[src/rtl/hs_pkg.sv]
package hs_pkg;

    localparam int TT_W = 2;

    typedef enum logic [TT_W-1:0] {
        TT_IDLE   = 2'b00,
        TT_RSVD   = 2'b01,
        TT_NONSEQ = 2'b10,
        TT_SEQ    = 2'b11
    } ttype_e;

    typedef struct packed {
        ttype_e kind;
        logic   lock;
    } cyc_t;

    localparam cyc_t CYC_IDLE = '{kind: TT_IDLE, lock: 1'b0};

    function automatic ttype_e pick_type(input logic req, input ttype_e prev);
        if (!req)
            return TT_IDLE;
        else if (prev == TT_NONSEQ || prev == TT_SEQ)
            return TT_SEQ;
        else
            return TT_NONSEQ;
    endfunction

endpackage

[src/rtl/hs_owner_track.sv]
module hs_owner_track #(
    parameter bit RESET_OWNED = 1'b0
) (
    input  logic clk,
    input  logic rst,
    input  logic grant_i,
    input  logic busy_i,
    output logic owned_o,
    output logic acquire_o
);

    logic owned_q;

    // bus cycle boundary: only then may ownership change hands
    always_ff @(posedge clk) begin
        if (rst)
            owned_q <= RESET_OWNED;
        else if (!busy_i)
            owned_q <= grant_i;
    end

    assign owned_o   = owned_q;
    assign acquire_o = grant_i & ~busy_i & ~owned_q;

endmodule

[src/rtl/hs_cycle_gen.sv]
module hs_cycle_gen
    import hs_pkg::*;
(
    input  logic clk,
    input  logic rst,
    input  logic grant_i,
    input  logic busy_i,
    input  logic owned_i,
    input  logic acquire_i,
    input  logic req_i,
    input  logic lock_req_i,
    output cyc_t cyc_o
);

    cyc_t cyc_q;
    cyc_t cyc_n;

    always_comb begin
        cyc_n = cyc_q;
        if (!busy_i) begin
            if (acquire_i || !grant_i || !owned_i) begin
                // turnaround after a takeover, or no ownership next cycle
                cyc_n = CYC_IDLE;
            end else begin
                cyc_n.kind = pick_type(req_i, cyc_q.kind);
                cyc_n.lock = req_i & lock_req_i;
            end
        end
    end

    always_ff @(posedge clk) begin
        if (rst)
            cyc_q <= CYC_IDLE;
        else
            cyc_q <= cyc_n;
    end

    assign cyc_o = cyc_q;

endmodule

[src/rtl/hs_drive_ctl.sv]
module hs_drive_ctl
    import hs_pkg::*;
(
    input  logic            owned_i,
    input  logic            grant_i,
    input  cyc_t            cyc_i,
    output logic [TT_W-1:0] ttype_o,
    output logic            tran_en_o,
    output logic            addr_en_o,
    output logic            lock_o
);

    always_comb begin
        addr_en_o = owned_i;
        tran_en_o = owned_i | grant_i;
        ttype_o   = owned_i ? cyc_i.kind : TT_IDLE;
        lock_o    = owned_i & cyc_i.lock;
    end

endmodule

[src/rtl/bus_handover_seq.sv]
module bus_handover_seq
    import hs_pkg::*;
#(
    parameter bit DEFAULT_MASTER = 1'b0
) (
    input  logic            clk,
    input  logic            rst,
    input  logic            grant_i,
    input  logic            wait_i,
    input  logic            xfer_req_i,
    input  logic            lock_req_i,
    output logic [TT_W-1:0] ttype_o,
    output logic            tran_en_o,
    output logic            addr_en_o,
    output logic            lock_o
);

    logic owned;
    logic acquire;
    cyc_t cyc;

    hs_owner_track #(.RESET_OWNED(DEFAULT_MASTER)) u_owner (
        .clk       (clk),
        .rst       (rst),
        .grant_i   (grant_i),
        .busy_i    (wait_i),
        .owned_o   (owned),
        .acquire_o (acquire)
    );

    hs_cycle_gen u_cycle (
        .clk        (clk),
        .rst        (rst),
        .grant_i    (grant_i),
        .busy_i     (wait_i),
        .owned_i    (owned),
        .acquire_i  (acquire),
        .req_i      (xfer_req_i),
        .lock_req_i (lock_req_i),
        .cyc_o      (cyc)
    );

    hs_drive_ctl u_drive (
        .owned_i   (owned),
        .grant_i   (grant_i),
        .cyc_i     (cyc),
        .ttype_o   (ttype_o),
        .tran_en_o (tran_en_o),
        .addr_en_o (addr_en_o),
        .lock_o    (lock_o)
    );

endmodule

[config.mk]
export PLATFORM = sky130hd
export DESIGN_NAME = bus_handover_seq
export DESIGN_NICKNAME = d
export VERILOG_FILES = /design/src/rtl/hs_pkg.sv /design/src/rtl/hs_owner_track.sv /design/src/rtl/hs_cycle_gen.sv /design/src/rtl/hs_drive_ctl.sv /design/src/rtl/bus_handover_seq.sv
export SDC_FILE = /design/constraint.sdc
export NUM_CORES = 1
export LEC_CHECK = 0
export ABC_AREA = 0
export BUFFER_PORTS_ARGS = -buffer_cell sky130_fd_sc_hd__clkbuf_2
export CORE_AREA = 2 2 39 41
export CTS_CLUSTER_DIAMETER = 60
export DETAILED_ROUTE_END_ITERATION = 6
export DIE_AREA = 0 0 41 43
export PLACE_DENSITY = 0.39
export SYNTH_ARGS = -nofsm -noshare
export SYNTH_HDL_FRONTEND = slang
export SYNTH_SLANG_ARGS = --single-unit
[constraint.sdc]
create_clock -name clk -period 1.5 [get_ports clk]
set_clock_uncertainty 0.2 [all_clocks]
set_input_delay 0.225 -clock clk [delete_from_list [all_inputs] [get_ports clk]]
set_output_delay 0.225 -clock clk [all_outputs]
set_load 0.01 [all_outputs]
Word level (Yosys, flattened, before mapping)
Cells that the tools add are included.
{"block": "totals", "input_bits": 6, "reg_bits": 4}
{"block": "op_classes", "reduce_logical": 5, "bitwise": 7, "muxes": 4, "n_eq_ne": 2}
{"cell": "$and A1 B1 Y1", "n": 4}
{"cell": "$eq A2 B2 Y1 const B", "n": 2}
{"cell": "$mux W2", "n": 2}
{"cell": "$logic_or A1 B1 Y1", "n": 3}
{"cell": "$mux W3", "n": 1}
{"cell": "$logic_not A1 Y1", "n": 2}
{"cell": "$not A1 Y1", "n": 2}
{"cell": "$mux W1", "n": 1}
{"cell": "$or A1 B1 Y1", "n": 1}

Depth between registers and ports, before layout
{"block": "depth", "depth_word": 6, "ltp_mapped": 2}

Hierarchy
A second synthesis with hierarchy kept.
{"block": "unflattened", "cells_unflattened": 18, "area_unflattened_um2": 196.4}
{"mod": "hs_cycle_gen", "area_each_um2": 118.9, "cells_each": 9, "instances": 1}
{"mod": "hs_owner_track", "area_each_um2": 41.3, "cells_each": 4, "instances": 1}
{"mod": "hs_drive_ctl", "area_each_um2": 36.3, "cells_each": 5, "instances": 1}

Worst setup path before layout
OpenSTA, ideal clock, no wires.
{"block": "synth_timing", "kind": "register -> output", "start": "reg u_owner.owned_q (netlist: u_owner.owned_o)", "end": "out tran_en_o", "arrival_time_ns": 0.690, "setup_slack_ns": 0.385, "n_path_buf": 0, "required_time_ns": 1.075, "stages_incl_launch_ff": 2, "cell_sequence": "dfxtp_1 > or2_2"}
{"block": "synth_via", "elab_chain_cells": 1}
{"element": "start: declaration", "line": "hs_owner_track.sv:12", "rtl": "logic owned_q;"}
{"element": "start signal: assignment", "line": "hs_owner_track.sv:19", "rtl": "owned_q <= grant_i;"}
{"element": "$or A1 B1 Y1", "line": "hs_drive_ctl.sv:15", "rtl": "tran_en_o = owned_i | grant_i;"}
{"element": "end: declaration", "line": "bus_handover_seq.sv:13", "rtl": "output logic tran_en_o,"}
No other way between the ends.

Final worst setup path
Ends and elaborated chain as after synthesis.

==> results by group <==
STA
  – Rel. slew slack: approximately 85%
  – Setup violations, final: 0
  – Highest clock rate: around 700 MHz
  – Post-Route Setup TNS: 0 ps
  – Final Hold Viols: 0
  – Worst-Margin Slew: between 200 and 250 ps
  – Tmin final: about 1400 ps
  – Fin Hold WS: between 15 and 20 ps
  – Final Slew Violations: 0
  – RSZ-0062 raised after global routing: no
  – Final period util: a little over nine tenths

GRT
  – Initial antenna violation count: 0
  – Vias in the first global route: ~170
  – Global Route Usage Sum: 5.02%
  – First-pass GRT wire length: approximately 540 um
  – Aggregate global routing overflow: 0
  – Largest net degree at the start of global routing: 8

Logic synthesis
  – Top_reg_cell synth: dfxtp_1
  – Post-synth top cells: 4 x dfxtp_1, 3 x and2_2, 3 x nand2_1, 2 x nand2b_1, 2 x o22ai_1
  – Yosys top cell area share: around 43%
  – Synth top area cells: dfxtp_1 43%, nand4b_4 13%, and2_2 12%
  – Post-Syn Instances: 19
  – Post-Syn Nets: 25
  – Synth area leader: dfxtp_1
  – Ys async rst share: 0%
  – Yosys cell types: 10
  – Yosys reg bits: 4
  – Mapped cell area: around 190 um2
  – Most common cell in the netlist: dfxtp_1
  – Mean Syn Cell Area: around 10 um2
  – EDFF count, synth: 0
  – YS warnings: 0
  – Seq/Total Area, Yosys: a little over two fifths

Layout
  – Layout area overhead: 49.3%
  – Layout cells sized above 1: about 56%
  – Fillers: 155
  – Fin util: between 20% and 30%
  – Nets: 40
  – Fin cells: 48
  – Ant diodes: 0
  – Final instance area: 280 um2

Place
  – RePlAce Congestion: 0.623
  – Number of port buffers: 10
  – Placed Area: 258 um2
  – Placed Cells: 45

Route
  – Top Layer Used: met3
  – Met3 wire length: about 85 um
  – DR WL/cell: 7.96 um
  – Via count: approximately 170
  – Met2 wire length: about 130 um
  – DRT iter0 DRCs: 3
  – DRC: 0
  – Vias per cell: roughly 3.6
  – Drt total wl: 382 um
  – DRT met1 WL: roughly 170 um
  – Post-route ant nets: 0
  – DRT Pass-1 Iters: 4

Critical path
  – Worst Setup End Kind: output pin
  – Reg2reg start: u_owner.owned_o
  – Critical Path, Cell by Cell: or2_2 -> clkbuf_2
  – Critical path class: flip-flop to output pin
  – Slowest CP cell: dfxtp_1
  – Data arrival time of the worst path: 1000 ps
  – FF-to-FF path depth: 2
  – Reg2reg end: u_cycle.cyc_o[1]
  – Crit path launch type: flip-flop
  – Crit path largest cell delay: between 300 and 400 ps
  – CP Buf/Inv Count: 1
  – Req. time, crit path: around 1100 ps
  – CP Max Fanout: 7
  – Flop2flop setup slack: ~550 ps
  – Delay-heaviest family, CP: flip-flops

CTS
  – Root Buffer Master: clkbuf_4
  – CTS tree: done
  – Maximum root-to-sink buffer count: 2
  – Worst-path clk slew: 40 ps
  – TritonCTS buffer count: 3
  – Hold Buf Count CTS: 0
  – H-tree levels: 1
  – Setup Buffers After CTS: 0
  – Clock sink count: 4
  – Clk_lat worst skew: 230 ps
  – Post-CTS sizing: 0

Die
  – Die width: between 40 and 50 um
  – Initial Utilization: between 10% and 20%
  – Die height: 43 um
  – Row cnt: 14
  – Ports: 11
  – Core area: 1380 um2
  – Die area: between 1500 and 2000 um2

Pwr
  – Comb power frac: under 10%
  – P per Cell Area: 948 nW/um2
  – Max VDD drop: 0.000302 V
  – Share of power burned in registers: ~42%
  – Sw frac: roughly a fifth
  – Leakage power: 0.139 nW
  – Clock power share: between 40% and 50%
  – Cell-internal power: roughly 0.00021 W
  – Sw Pwr: approximately 0.000054 W

Run status
  – Status: finished clean

Worst hold path
  – Hold Path Class: input port to flip-flop
  – Hold path startpoint: rst
  – WHS Endpoint: u_cycle.cyc_o[2]
  – Hold Path Depth: 2

Job
  – Max_cap viols: 0
## per-layer routing
metal  GRT usage [%]  vias to the layer above
met5               0                        -
met4            6.00                        0
met3            3.66                        0
met2            5.31                       13
met1            5.47                       66
li1                -                       93
## final cells by class
class,count,area (um2),share of cell area [%]
clock buffer,3,22.5,8.04
multi-input combinational,15,108,38.4
sequential,4,80.1,28.6
tap,16,20.0,7.14
timing repair buffer,10,50.0,17.9
## cells by family (layout without fill, tap and decap cells)
family,after synthesis,after routing,share of synthesized area (%)
simple gates,11,11,42.7
flops,4,4,42.7
compound gates,3,3,9.33
mux,1,1,5.33
buf+inv,0,13,0
## sequential cells by signal, summed over array words and instances, names as in the netlist
name and count:
u_cycle.cyc_o 3, u_owner.owned_o 1
## power groups by stage
stage                     clock, W  combinational [W]  sequential [W]
after floorplan                  0         0.00000915        0.000114
after global placement           0          0.0000254        0.000114
after detailed placement         0          0.0000252        0.000114
after CTS                 0.000137          0.0000253        0.000112
after global routing      0.000142          0.0000277        0.000113
final                     0.000129          0.0000250        0.000112
## metrics by stage
step	worst slack [ps]	total power (W)
6_report	77.3	0.000266
5_1_grt	17.0	0.000283
2_1_floorplan	385	0.000123
3_5_place_dp	304	0.000139
4_1_cts	55.1	0.000275
3_3_place_gp	321	0.000139
## cells in the final DEF, fill, tap and decap left out
master / instances
dfxtp_1: 4
and2_2: 3
nand2b_1: 2
o22ai_1: 2
or2_2: 1
mux2i_1: 1
a21oi_1: 1
nor2_1: 1
clkbuf_2: 10
nand2_1: 3
clkbuf_4: 3
nand4b_4: 1
## worst max-delay path by stage
| stage | start | to | slack (ps) | cells after the start |
|---|---|---|---|---|
| final | u_owner.owned_o | tran_en_o | 80 | 2 |
| after global routing | u_owner.owned_o | tran_en_o | 20 | 2 |
| after CTS | u_owner.owned_o | tran_en_o | 60 | 2 |
| after detailed placement | u_owner.owned_o | tran_en_o | 300 | 2 |
| after global placement | grant_i | tran_en_o | 320 | 3 |
| after floorplan | u_owner.owned_o | tran_en_o | 390 | 1 |
## worst reg2reg max path, stage by stage (launching register included)
cell and delay, ps:
dfxtp_1 430, nand4b_4 140, o22ai_1 120
Note: power is estimated with default switching activity, not from simulation.
